File: src/rtl/pwrsup_pkg.sv
package pwrsup_pkg;

    localparam int REG_W        = 8;
    localparam int BIT_PWARN    = 0;
    localparam int BIT_POR      = 1;
    localparam int BIT_IRQ_EN   = 4;
    localparam int BIT_KEEP_REF = 5;
    localparam int SYNC_STAGES  = 2;

    typedef enum logic [1:0] {
        HS_LOW  = 2'd0,
        HS_WAIT = 2'd1,
        HS_RUN  = 2'd2
    } hold_state_e;

    typedef struct packed {
        logic warn_low;
        logic rst_low;
    } cmp_pair_t;

    typedef struct packed {
        logic pwarn_flag;
        logic por_flag;
        logic irq_en;
        logic keep_ref;
    } ctl_regs_t;

    function automatic logic [REG_W-1:0] pack_regs(input ctl_regs_t r);
        logic [REG_W-1:0] v;
        v               = '0;
        v[BIT_PWARN]    = r.pwarn_flag;
        v[BIT_POR]      = r.por_flag;
        v[BIT_IRQ_EN]   = r.irq_en;
        v[BIT_KEEP_REF] = r.keep_ref;
        return v;
    endfunction

    function automatic logic onset(input logic now, input logic prev);
        return now & ~prev;
    endfunction

endpackage

File: src/rtl/pwrsup_sync.sv
module pwrsup_sync #(
    parameter int WIDTH  = 2,
    parameter int STAGES = 2
) (
    input  logic             clk,
    input  logic             rst,
    input  logic [WIDTH-1:0] d,
    output logic [WIDTH-1:0] q
);
    logic [STAGES-1:0][WIDTH-1:0] chain;

    for (genvar g = 0; g < STAGES; g++) begin : g_stage
        if (g == 0) begin : g_first
            always_ff @(posedge clk) begin
                if (rst) chain[g] <= '0;
                else     chain[g] <= d;
            end
        end else begin : g_next
            always_ff @(posedge clk) begin
                if (rst) chain[g] <= '0;
                else     chain[g] <= chain[g-1];
            end
        end
    end

    assign q = chain[STAGES-1];
endmodule

File: src/rtl/pwrsup_hold.sv
module pwrsup_hold
    import pwrsup_pkg::*;
#(
    parameter int HOLD_CYCLES = 65536
) (
    input  logic clk,
    input  logic rst,
    input  logic rst_low,
    output logic cpu_rst
);
    localparam int CW = (HOLD_CYCLES > 2) ? $clog2(HOLD_CYCLES) : 1;
    localparam logic [CW-1:0] LAST = CW'(HOLD_CYCLES - 1);

    hold_state_e state, state_nx;
    logic [CW-1:0] cnt, cnt_nx;

    always_comb begin
        state_nx = state;
        cnt_nx   = cnt;
        if (rst_low) begin
            state_nx = HS_LOW;
            cnt_nx   = '0;
        end else begin
            unique case (state)
                HS_LOW: begin
                    state_nx = HS_WAIT;
                    cnt_nx   = '0;
                end
                HS_WAIT: begin
                    if (cnt == LAST) state_nx = HS_RUN;
                    else             cnt_nx   = cnt + 1'b1;
                end
                HS_RUN:  state_nx = HS_RUN;
                default: state_nx = HS_LOW;
            endcase
        end
    end

    always_ff @(posedge clk) begin
        if (rst) begin
            state <= HS_LOW;
            cnt   <= '0;
        end else begin
            state <= state_nx;
            cnt   <= cnt_nx;
        end
    end

    // Assert straight from the synchronised comparator; release only from RUN.
    assign cpu_rst = (state != HS_RUN) | rst_low;
endmodule

File: src/rtl/pwrsup_power.sv
module pwrsup_power (
    input  logic stop_mode,
    input  logic keep_ref,
    output logic mon_en,
    output logic mon_lp
);
    assign mon_en = ~stop_mode | keep_ref;
    assign mon_lp = stop_mode & keep_ref;
endmodule

File: src/rtl/pwrsup_regfile.sv
module pwrsup_regfile
    import pwrsup_pkg::*;
(
    input  logic             clk,
    input  logic             rst,
    input  logic             warn_low,
    input  logic             mon_en,
    input  logic             reg_we,
    input  logic [REG_W-1:0] reg_wdata,
    output logic [REG_W-1:0] reg_rdata,
    output logic             warn_irq,
    output logic             keep_ref
);
    ctl_regs_t regs, regs_nx;
    logic      warn_hist;
    logic      irq_q;
    logic      rise;

    assign rise = onset(warn_low, warn_hist);

    always_comb begin
        regs_nx = regs;
        if (reg_we) begin
            regs_nx.irq_en   = reg_wdata[BIT_IRQ_EN];
            regs_nx.keep_ref = reg_wdata[BIT_KEEP_REF];
            if (reg_wdata[BIT_PWARN]) regs_nx.pwarn_flag = 1'b0;
            if (reg_wdata[BIT_POR])   regs_nx.por_flag   = 1'b0;
        end
        // The hardware set overrides a simultaneous software clear.
        if (warn_low) regs_nx.pwarn_flag = 1'b1;
    end

    always_ff @(posedge clk) begin
        if (rst) begin
            regs.pwarn_flag <= 1'b0;
            regs.por_flag   <= 1'b1;
            regs.irq_en     <= 1'b0;
            regs.keep_ref   <= 1'b0;
            warn_hist       <= 1'b0;
            irq_q           <= 1'b0;
        end else begin
            regs  <= regs_nx;
            irq_q <= rise & regs.irq_en;
            // The onset history stays frozen while the monitor is unpowered.
            if (mon_en) warn_hist <= warn_low;
        end
    end

    assign reg_rdata = pack_regs(regs);
    assign warn_irq  = irq_q;
    assign keep_ref  = regs.keep_ref;
endmodule

File: src/rtl/pwrsup.sv
module pwrsup
    import pwrsup_pkg::*;
#(
    parameter int HOLD_CYCLES = 65536
) (
    input  logic             clk,
    input  logic             rst,
    input  logic             cmp_warn_low,
    input  logic             cmp_rst_low,
    input  logic             stop_mode,
    input  logic             reg_we,
    input  logic [REG_W-1:0] reg_wdata,
    output logic [REG_W-1:0] reg_rdata,
    output logic             cpu_rst,
    output logic             warn_irq,
    output logic             mon_en,
    output logic             mon_lp
);
    cmp_pair_t raw_cmp, sync_cmp, eff_cmp;
    logic      keep_ref;
    logic      warn_eff;
    logic      rst_low_eff;

    assign raw_cmp.warn_low = cmp_warn_low;
    assign raw_cmp.rst_low  = cmp_rst_low;

    pwrsup_sync #(
        .WIDTH  ($bits(cmp_pair_t)),
        .STAGES (SYNC_STAGES)
    ) u_sync (
        .clk (clk),
        .rst (rst),
        .d   (raw_cmp),
        .q   (sync_cmp)
    );

    pwrsup_power u_power (
        .stop_mode (stop_mode),
        .keep_ref  (keep_ref),
        .mon_en    (mon_en),
        .mon_lp    (mon_lp)
    );

    // An unpowered comparator says nothing.
    assign eff_cmp     = sync_cmp & {$bits(cmp_pair_t){mon_en}};
    assign warn_eff    = eff_cmp.warn_low;
    assign rst_low_eff = eff_cmp.rst_low;

    pwrsup_hold #(
        .HOLD_CYCLES (HOLD_CYCLES)
    ) u_hold (
        .clk     (clk),
        .rst     (rst),
        .rst_low (rst_low_eff),
        .cpu_rst (cpu_rst)
    );

    pwrsup_regfile u_regs (
        .clk       (clk),
        .rst       (rst),
        .warn_low  (warn_eff),
        .mon_en    (mon_en),
        .reg_we    (reg_we),
        .reg_wdata (reg_wdata),
        .reg_rdata (reg_rdata),
        .warn_irq  (warn_irq),
        .keep_ref  (keep_ref)
    );
endmodule

File: config.mk
export PLATFORM = sky130hd
export DESIGN_NAME = pwrsup
export DESIGN_NICKNAME = d
export VERILOG_FILES = /design/src/rtl/pwrsup_pkg.sv /design/src/rtl/pwrsup_sync.sv /design/src/rtl/pwrsup_hold.sv /design/src/rtl/pwrsup_power.sv /design/src/rtl/pwrsup_regfile.sv /design/src/rtl/pwrsup.sv
export SDC_FILE = /design/constraint.sdc
export NUM_CORES = 1
export LEC_CHECK = 0
export BUFFER_PORTS_ARGS = -buffer_cell sky130_fd_sc_hd__buf_2
export CAP_MARGIN = 25
export CORE_ASPECT_RATIO = 0.9
export CORE_UTILIZATION = 49
export DETAILED_ROUTE_END_ITERATION = 10
export GPL_TIMING_DRIVEN = 0
export PLACE_DENSITY = 0.72
export SLEW_MARGIN = 5
export SYNTH_ARGS = -nofsm -noshare
export SYNTH_HDL_FRONTEND = slang
export SYNTH_HIERARCHICAL = 1
export SYNTH_SLANG_ARGS = --single-unit
File: constraint.sdc
create_clock -name clk -period 4.2 [get_ports clk]
set_clock_uncertainty 0.1 [all_clocks]
set_input_delay 0.21 -clock clk [delete_from_list [all_inputs] [get_ports clk]]
set_output_delay 0.21 -clock clk [all_outputs]
set_load 0.05 [all_outputs]
## Word-level counts from Yosys, hierarchy flattened

Cells that the tools add are included.

| operators by class | value |
|---|---|
| $mul | 0 |
| magnitude comparators | 0 |
| div/mod/pow operators | 0 |
| reduce and logical (&&, ||, !) cells | 8 |
| eq/ne operators | 6 |
| add/subtract/negate cells | 1 |
| bitwise operators | 8 |
| mux-type cells | 8 |
| shift operators | 0 |

Operators with widths:

| operator | number |
|---|---|
| $pmux 16 s2 | 1 |
| $add 16x1->16 const B | 1 |
| $eq 16x16->1 const B | 1 |
| $mux 16 | 1 |
| $pmux 2 s3 | 1 |
| $reduce_and 2->1 | 3 |
| $reduce_bool 2->1 | 3 |
| $mux 4 | 1 |
| $ne 2x2->1 const B | 2 |
| $and 1x1->1 | 3 |
| $mux 1 | 3 |
| $and 2x2->2 | 1 |
| $eq 2x1->1 const B | 1 |
| $eq 2x2->1 const B | 1 |
| $logic_not 2->1 | 1 |
| $mux 2 | 1 |
| $ne 2x1->1 const B | 1 |
| $not 1->1 | 2 |
| $or 1x1->1 | 2 |
| $reduce_or 2->1 | 1 |

| storage, ports and cells | value |
|---|---|
| latch bits | 0 |
| memories | 0 |
| memory bits (writable) | 0 |
| input bits | 14 |
| output and inout port bits | 12 |
| bits in read-only memories | 0 |
| bits in registers | 28 |

## Logic depth before layout (Yosys ltp)

Gate-level depths: netlist of run 1.

| logic depth | value |
|---|---|
| depth in word-level cells | 5 |
| mapped depth | 8 |
| mapped depth without buffers | 7 |

## By module

Netlist of run 1, hierarchy kept.

By module, submodules not included:

| module | times used | cells each | area an instance (um2) | seq. area each (um2) |
|---|---|---|---|---|
| pwrsup_hold | 1 | 118 | 991.0 | 360.3 |
| pwrsup_regfile | 1 | 24 | 245.2 | 120.1 |
| pwrsup_sync | 1 | 10 | 120.1 | 80.1 |
| pwrsup | 1 | 2 | 12.5 | 0.0 |
| pwrsup_power | 1 | 2 | 12.5 | 0.0 |

## Worst setup path before layout of run 1

Ideal clock, no wire load.

| path | value |
|---|---|
| path kind | reg2reg |
| start | register, netlist name u_regs/keep_ref |
| end | register u_hold.cnt[11] |
| data arrival time | 1873 ps |
| setup time | 72 ps |
| period minus slack after synthesis | 2045 ps |
| required time | 4028 ps |
| slack | 2155 ps |
| cell stages (with the launch flop) | 7 |
| cell sequence | dfxtp_1 > nand2b_1 > and2_1 > nor2_1 > nand2_1 > a21o_1 > mux2i_1 |

RTL lines:

| item | RTL line | source |
|---|---|---|
| end signal, assigned | pwrsup_hold.sv:45 | `cnt <= cnt_nx;` |
| end, declared | pwrsup_hold.sv:15 | `logic [CW-1:0] cnt, cnt_nx;` |

==> metrics, run 1 <==
status complete, no violations; top-area cell type share of the netlist area 40.6%; Die X between 50 and 60 µm; DP Worst Slack 2.12 ns; final setup TNS 0 ns; WS Path Type flip-flop to flip-flop; critical path startpoint category flip-flop; Total Nets Final 202; final cell count without fillers 211; Hold WC Path Type input port to flip-flop; Detail Route Antenna Nets 0; synthesis-to-layout area growth 14.3%; CTS buffer count 3; count of final hold-check violations 0; crit-path cells nand2b_1, and2_1, nor2_1, nand2_1, a21o_1, mux2i_1; synth top area cells dfxtp_1 (41%), nor2_1 (5.2%), xnor2_1 (4.4%); synthesized flop and latch total 28; vias around 1,100; CTS tree yes; Routed WL per cell 12.9 µm; maximum fanout along the worst path 9; clock-pin slew on the worst setup and hold paths roughly 0.15 ns; DP Area 1510 µm²; leakage 0.625 nW; Pre-antenna DRT Iters 4; initial antenna violation count 0; Via density 5.34; vias in the first global route 1,070; GRT met2 Usage 37.5%; n_diodes 0; Starting Density 54.1%; CP max-delay cell nor2_1; post-route clock period utilization about half; post-CTS setup repair buffer count 0; H-tree levels 1; commonest cells after routing, fill and taps aside dfxtp_1 (28), nor2_1 (19), buf_2 (17); post-synthesis cell type count 40; max-cap viol count 0; Hold Slack 0.0298 ns; utilization after layout 61.9%; Cell Area, Synth 1380 µm²; largest area contributor in the netlist dfxtp_1; Fillers between 200 and 250; most common cell after layout, fill and taps aside dfxtp_1; Fmax achieved about 470 MHz; Critical Path AT 2.29 ns; Routed WL 2730 µm; clk sinks 28; final max-slew violation count 0; die height 52.4 µm; Global Route Usage Sum between 20% and 30%; Worst Path Required 4.37 ns; yosys warns 6; synthesized area per cell 8.85 µm²; Least-Margin Pin Slew between 0.5 and 0.6 ns; hold path depth 3; GRT busiest layer met2; Final Setup Violations 0; pin count of the biggest net entering global routing 16; global-route wire length before repair 4910 µm; final instance area 1580 µm²; Iteration-0 DRC Markers 30; sequential-to-total area share from yosys stat 40.6%; hpwl dp 2080 µm; Clk Latency, worst-skew pair approximately 0.33 ns; Mapped Cells roughly 160; full die area 3040 µm²; slew margin rel. 62.3%; global placement routability congestion 0.835; IO Port Bufs 17; peak supply drop approximately 0.26 mV; Post-CTS Hold Fix Bufs 3; # rows 17; # IOs 26; # DRC 0; cell count after placement approximately 200; PostCTS Resize Cnt 0; clock buffer depth 2; total design power 0.596 mW; clock root cell clkbuf_4; global route overflow 0; layout cells sized above 1 21.9%; met1 GRT Util roughly 27%; Crit. Startpoint u_regs/keep_ref; minimum clock period 2.12 ns; Core Region 2550 µm²; RSZ-0062 raised after global routing false; final worst slack 2.08 ns; path depth of the worst reg2reg path 6; max incr delay on CP 0.46 ns; worst reg2reg path startpoint u_regs/keep_ref; crit end category flip-flop; pwr dens between 300 and 400 nW/µm²; M3 GR Usage 4.44%; hold path startpoint reg_wdata[5]
[worst max-delay path: cells and delay by family, from the launching register on]
kind,cells,cell delay [ns]
and+or+nand+nor,4,1.23
muxes,1,0.12
AOI/OAI and AO/OA,1,0.27
DFF,1,0.35
[sequential cells by signal (all words and copies together), names as in the netlist]
name              flops
u_regs/keep_ref       1
u_regs/reg_rdata      3
u_hold/state          2
u_regs/warn_irq       1
u_sync/chain          2
u_sync/q              2
u_hold/cnt           16
u_regs/warn_hist      1
[cells in the mapped netlist]
master / n
nor4_1: 2
a211oi_1: 2
a41oi_1: 1
nor2b_1: 6
nand2b_1: 3
o21ai_1: 3
nand4_2: 1
nand3_1: 8
a311oi_1: 1
o22ai_1: 1
inv_1: 4
or2_2: 1
a21oi_2: 2
nand4_1: 4
a21oi_1: 4
a31oi_1: 2
inv_2: 1
nand2_1: 16
buf_4: 7
nor3_1: 3
mux2_2: 1
a2111oi_1: 1
and2_1: 3
clkbuf_1: 1
a21o_1: 2
nor2_4: 1
and4_1: 1
o22a_1: 1
nor4_4: 1
or2_1: 1
nor2_1: 19
o21ai_0: 3
nor2b_4: 1
buf_6: 2
conb_1: 1
dfxtp_1: 28
mux2i_1: 5
ha_1: 4
xnor2_1: 7
nor4b_2: 1
[path summary, 6_finish.rpt]
kind	endpoint	slack (ns)
setup / recovery	u_hold/cnt[11]	2.08
hold / removal	u_regs/keep_ref	0.03
setup reg to reg	u_hold/cnt[11]	2.08
hold reg to reg	u_sync/q[1]	0.36
[cells by family (layout without fill, tap and decap cells)]
logic type	after synthesis	count (layout)	share of synthesized area, %
adders and majority gates	4	4	3.62
buffers and inverters	15	39	7.06
xor gates and xnor gates	7	7	4.44
AOI/OAI and AO/OA	23	23	11.1
DFF	28	28	40.6
other	1	4	0.271
and+or+nand+nor	72	72	28.5
muxes	6	6	4.44
[report_power, final]
part           total (mW)  switching (mW)  internal, mW
Clock               0.130          0.0772        0.0531
Combinational       0.173           0.117        0.0562
Sequential          0.293          0.0117         0.281
Total               0.596           0.206         0.390
[per-layer routing]
metal | routed length [µm] | vias up
met4 | 17 | 0
li1 | - | 581
met3 | 101 | 2
met2 | 1340 | 18
met5 | 0 | -
met1 | 1270 | 526
[cell type report]
class                      instances  area (µm²)  area share [%]
sequential                        28         561            35.5
clock buffer                       4        36.3            2.30
tap                               28        35.0            2.22
inverter                           5        18.8            1.19
buffer                            10        78.8            4.99
timing repair buffer              20         115            7.29
multi-input combinational        116         734            46.5
Note: power is estimated with default switching activity, not from simulation.
==> run 2: changes to the inputs <==
==> constraint.sdc (replaced) <==
create_clock -name clk -period 2.09 [get_ports clk]
set_clock_uncertainty 0.1 [all_clocks]
set_input_delay 0.1045 -clock clk [delete_from_list [all_inputs] [get_ports clk]]
set_output_delay 0.1045 -clock clk [all_outputs]
set_load 0.05 [all_outputs]
==> run 2 against run 1 <==
Cell area grew 7.8%. Sequential cell count stayed put. Wire length is 10% higher. Critical endpoint is now u_regs/reg_rdata[4]. Largest cell class unchanged.
==> metrics, run 2 (synthesis gave the netlist of run 1 again) <==
GRT met2 Usage ~42%; critical path startpoint category input port; post-route clock period utilization 94.7%; Most flops, register u_hold/cnt; final setup TNS 0 ns; most common cell after layout, fill and taps aside dfxtp_1; crit end category flip-flop; met1 GRT Util 28.6%; Worst Path Required 2.23 ns; synthesis-to-layout area growth 23.3%; leakage 0.685 nW; Routed WL approximately 3000 µm; pwr dens 720 nW/µm²; IO Port Bufs 17; hpwl dp 2080 µm; clock-pin slew on the worst setup and hold paths 0.15 ns; n_diodes 0; Fillers ~220; minimum clock period a little under 2 ns; Die X 58.0 µm; M3 GR Usage 4.44%; # rows 17; full die area a little over 3000 µm²; clk sinks 28; global placement routability congestion 0.835; Starting Density 54.1%; status complete, no violations; # IOs 26; Hold WC Path Type input port to flip-flop; Fmax achieved 505 MHz; Clk Latency, worst-skew pair 0.33 ns; # DRC 0; Detail Route Antenna Nets 0; Pre-antenna DRT Iters 4; CTS tree yes; final cell count without fillers 223; clock root cell clkbuf_4; layout cells sized above 1 ~22%; Final Setup Violations 0; Largest register FFs 16; die height approximately 52 µm; Via density 5.27; peak supply drop between 0.5 and 0.6 mV; count of final hold-check violations 0; GRT busiest layer met2; vias in the first global route 1,150; cell count after placement 204; initial antenna violation count 0; H-tree levels 1; RSZ-0062 raised after global routing false; clock buffer depth 2; Core Region 2550 µm²; Critical Path AT between 2 and 2.5 ns; Routed WL per cell 13.5 µm; max-cap viol count 0; global-route wire length before repair 5260 µm; Hold Slack 0.136 ns; maximum fanout along the worst path 1; CTS buffer count 3; pin count of the biggest net entering global routing 16; vias about 1,200; WS Path Type input port to flip-flop; Total Nets Final 214; commonest cells after routing, fill and taps aside dfxtp_1 (28), nor2_1 (18), buf_2 (17); Iteration-0 DRC Markers between 60 and 70; global route overflow 0; Global Route Usage Sum 23.3%; final max-slew violation count 0; R2R Setup Slk 0.14 ns
[run 2: routing by layer]
metal / vias to the layer above / part of all wire, %
li1: 603 / -
met1: 550 / 48
met2: 18 / 48
met3: 4 / 2.6
met4: 0 / 1.4
met5: - / 0
[run 2: worst paths after layout]
| kind | start | cells past startpoint | end |
|---|---|---|---|
| min | stop_mode | 4 | u_regs/warn_hist |
| min reg2reg | u_sync/chain[0] | 1 | u_sync/q[0] |
| max | reg_wdata[4] | 6 | u_regs/reg_rdata[4] |
| max reg2reg | u_regs/keep_ref | 6 | u_hold/cnt[11] |
[run 2: repair_timing]
action / CTS / global route
endpoints found under the hold margin: 9 / 0
gates resized for setup: 1 / 2
hold buffers: 15 / 0
setup endpoints to repair: 1 / 1
gates cloned: 0 / 0
buffers inserted: 0 / 0
[run 2: per-stage QoR]
step	setup WS, ns	cell area, µm²	utilization (%)	total power, mW
floorplan	0.0454	1390	-	0.856
global placement	0.0797	1510	59.3	0.929
detailed placement	0.00540	1510	59.3	0.942
CTS	0.135	1700	66.7	1.23
global route	0.00288	1700	66.7	1.29
finish	0.111	1700	66.7	1.23
[run 2: report_power, final]
group | total [mW] | switching [mW] | internal [mW]
Combinational | 0.374 | 0.243 | 0.131
Clock | 0.263 | 0.156 | 0.107
Sequential | 0.589 | 0.0241 | 0.565
Total | 1.23 | 0.424 | 0.802
[run 2: cell type report]
cell class	instances	area (µm²)	area share (%)
repair buffers	32	235	13.8
flip-flops and latches	28	561	32.9
inverters	5	18.8	1.10
clock buffers	4	36.3	2.13
plain buffers	10	80.1	4.70
multi-input cells	116	737	43.3
well taps	28	35.0	2.06
[run 2: worst max-delay path, cell delays in order]
cell	delay [ns]
dlygate4sd3_1	0.55
buf_2	0.14
mux2i_1	0.15
dlygate4sd3_1	0.58
nor2_1	0.04
dlygate4sd3_1	0.55
==> run 3: changes to the inputs <==
--- a/config.mk
+++ b/config.mk
@@ -5,13 +5,14 @@
 export SDC_FILE = /design/constraint.sdc
 export NUM_CORES = 1
 export LEC_CHECK = 0
+export ABC_AREA = 1
 export BUFFER_PORTS_ARGS = -buffer_cell sky130_fd_sc_hd__buf_2
 export CAP_MARGIN = 25
 export CORE_ASPECT_RATIO = 0.9
 export CORE_UTILIZATION = 49
 export DETAILED_ROUTE_END_ITERATION = 10
 export GPL_TIMING_DRIVEN = 0
-export PLACE_DENSITY = 0.72
+export PLACE_DENSITY = 0.71
 export SLEW_MARGIN = 5
 export SYNTH_ARGS = -nofsm -noshare
 export SYNTH_HDL_FRONTEND = slang
==> run 3 against run 2 <==
Synthesized cell count grew 54%. Fmax up 3.2%. Critical path depth unchanged. Non-clock buffer count grew 2. Sequential cell count stayed put. Cell count rose by 45%. Critical path type unchanged.
==> metrics, run 3 <==
synth top area cells dfxtp_1 (36%), nand2_1 (15%), nand3_1 (9.0%); RSZ-0062 raised after global routing false; clock root cell clkbuf_4; H-tree levels 1; vias 1,553; clk sinks 28; commonest cells after routing, fill and taps aside nand2_1 (61), inv_1 (35), nor2_1 (33); R2R Setup Slk 0.19 ns; yosys warns 6; Total Nets Final 300; cell count after placement 303; Clk Latency, worst-skew pair between 0.3 and 0.4 ns; hold path depth 5; global placement routability congestion 0.888; final cell count without fillers 323; minimum clock period about 1.9 ns; final setup TNS 0 ns; worst r2r dst u_hold/cnt[6]; Hold Path End u_regs/warn_hist; Routed WL 3470 µm; layout cells sized above 1 around 14%; hpwl dp about 2400 µm; sequential-to-total area share from yosys stat 36.0%; synthesis-to-layout area growth 23.3%; count leader, synth nand2_1; hold path startpoint stop_mode; Detail Route Antenna Nets 0; slew margin rel. 64.6%; largest area contributor in the netlist dfxtp_1; Cell Area, Synth 1560 µm²; # IOs 26; final max-slew violation count 0; Least-Margin Pin Slew between 0.5 and 0.6 ns; # rows 19; # DRC 0; n_diodes 0; Worst Path Required ~2.2 ns; Fmax achieved 522 MHz; clock-pin slew on the worst setup and hold paths approximately 0.15 ns; leakage roughly 0.9 nW; Pre-antenna DRT Iters 4; maximum fanout along the worst path 1; Mapped Cells 241; Routed WL per cell 10.8 µm; global route overflow 0; initial antenna violation count 0; Most flops, register u_hold/cnt; Hold WC Path Type input port to flip-flop; ys flop type dfxtp_1; pin count of the biggest net entering global routing 17; EDFF count, synth 0; post-synthesis cell type count 25; most common cell after layout, fill and taps aside nand2_1; full die area about 3400 µm²; pwr dens about 890 nW/µm²; Via density 4.81; Core Region 3040 µm²; commonest cells in the netlist nand2_1 (61), inv_1 (35), nor2_1 (33); Global Route Usage Sum a little under a quarter; post-route clock period utilization just over 90%; CTS tree yes; CTS buffer count 3; Fillers 310; IO Port Bufs 17; worst reg2reg path startpoint u_hold/cnt[0]; global-route wire length before repair 6020 µm; Starting Density between 50% and 60%; Final Setup Violations 0; peak supply drop ~0.9 mV; Critical Path AT between 2 and 2.5 ns; crit end category flip-flop; count of final hold-check violations 0; vias in the first global route between 1,000 and 1,500; path depth of the worst reg2reg path 8; top-area cell type share of the netlist area between 30% and 40%; max-cap viol count 0; synthesized flop and latch total 28; status complete, no violations; die height 55.5 µm; synthesized area per cell 6.46 µm²; Die X 61.4 µm; Iteration-0 DRC Markers roughly 100; Largest register FFs 16; WS Path Type input port to flip-flop; clock buffer depth 2; critical path startpoint category input port; Post-synth ARST share 0%
==> run 3: cell count changes after synthesis, sizes merged, moves of 3 or more <==
cell    change
a21oi       +8
and2        -3
inv        +31
mux2i       -5
nand2      +47
nand2b      -3
nand3      +20
nor2       +16
nor2b       -7
nor4        -3
xnor2       -6
==> run 3: through the flow <==
stage / worst slack (ns) / util, % / cell area [µm²] / total power, mW / hold slack, ns
finish: 0.173 / 63.1 / 1920 / 1.71 / 0.0859
global placement: 0.241 / 56.0 / 1710 / 1.33 / 0.203
floorplan: 0.366 / - / 1570 / 1.18 / 0.0736
detailed placement: 0.220 / 56.0 / 1710 / 1.34 / 0.214
CTS: 0.182 / 63.0 / 1920 / 1.72 / 0.0708
global route: 0.0171 / 63.1 / 1920 / 1.84 / 0.136
==> run 3: worst max-delay path by stage <==
stage	cells past startpoint	to	start	slack (ns)
floorplan	8	u_hold/cnt[12]	u_regs/keep_ref	0.37
global placement	7	u_hold/cnt[3]	u_hold/state[1]	0.24
detailed placement	7	u_hold/cnt[3]	u_hold/state[1]	0.22
CTS	7	u_hold/cnt[3]	u_hold/state[1]	0.18
global route	8	u_hold/cnt[6]	u_hold/cnt[0]	0.02
finish	6	u_regs/keep_ref	reg_wdata[5]	0.17
==> run 3: kinds of logic after synthesis <==
family	synth area share (%)
adder cells (fa/ha/maj)	3.22
XOR/XNOR	1.13
other	0.241
AO/OA/AOI/OAI	8.28
AND/OR/NAND/NOR	37.6
flip-flops	36.0
buffers and inverters	13.5
==> run 3: cell type report <==
class	instances	area, µm²	share of cell area, %
flip-flops and latches	28	561	29.2
multi-input cells	169	797	41.5
repair buffers	33	245	12.8
clock buffers	3	22.5	1.17
plain buffers	11	76.3	3.98
well taps	42	52.6	2.74
inverters	36	135	7.04
clock inverters	1	30.0	1.56
==> run 3: critical path, cell delays in order <==
cell and delay [ns]:
dlygate4sd3_1 0.54, buf_2 0.12, nor2_1 0.11, dlygate4sd3_1 0.56, nor2_1 0.04, dlygate4sd3_1 0.55
==> run 3: layer usage <==
layer  GRT usage, %  share of wire [%]  vias up
met5              0                  0        -
li1               -                  -      818
met2           37.6                 46       33
met3           4.22                4.3        2
met1           30.9                 49      700
met4           4.13               0.46        0
==> run 3: timing repair <==
action	CTS	global route
hold buffers	16	0
buffers inserted	0	0
resized for setup	0	2
endpoints found under the hold margin	9	0
endpoints found under the setup margin	0	8
==> run 3: report_power, final <==
part	leakage (nW)	total, mW	internal, mW	switching [mW]
clock network	0.0279	0.348	0.194	0.154
registers	0.229	0.682	0.610	0.0722
logic	0.630	0.681	0.223	0.457
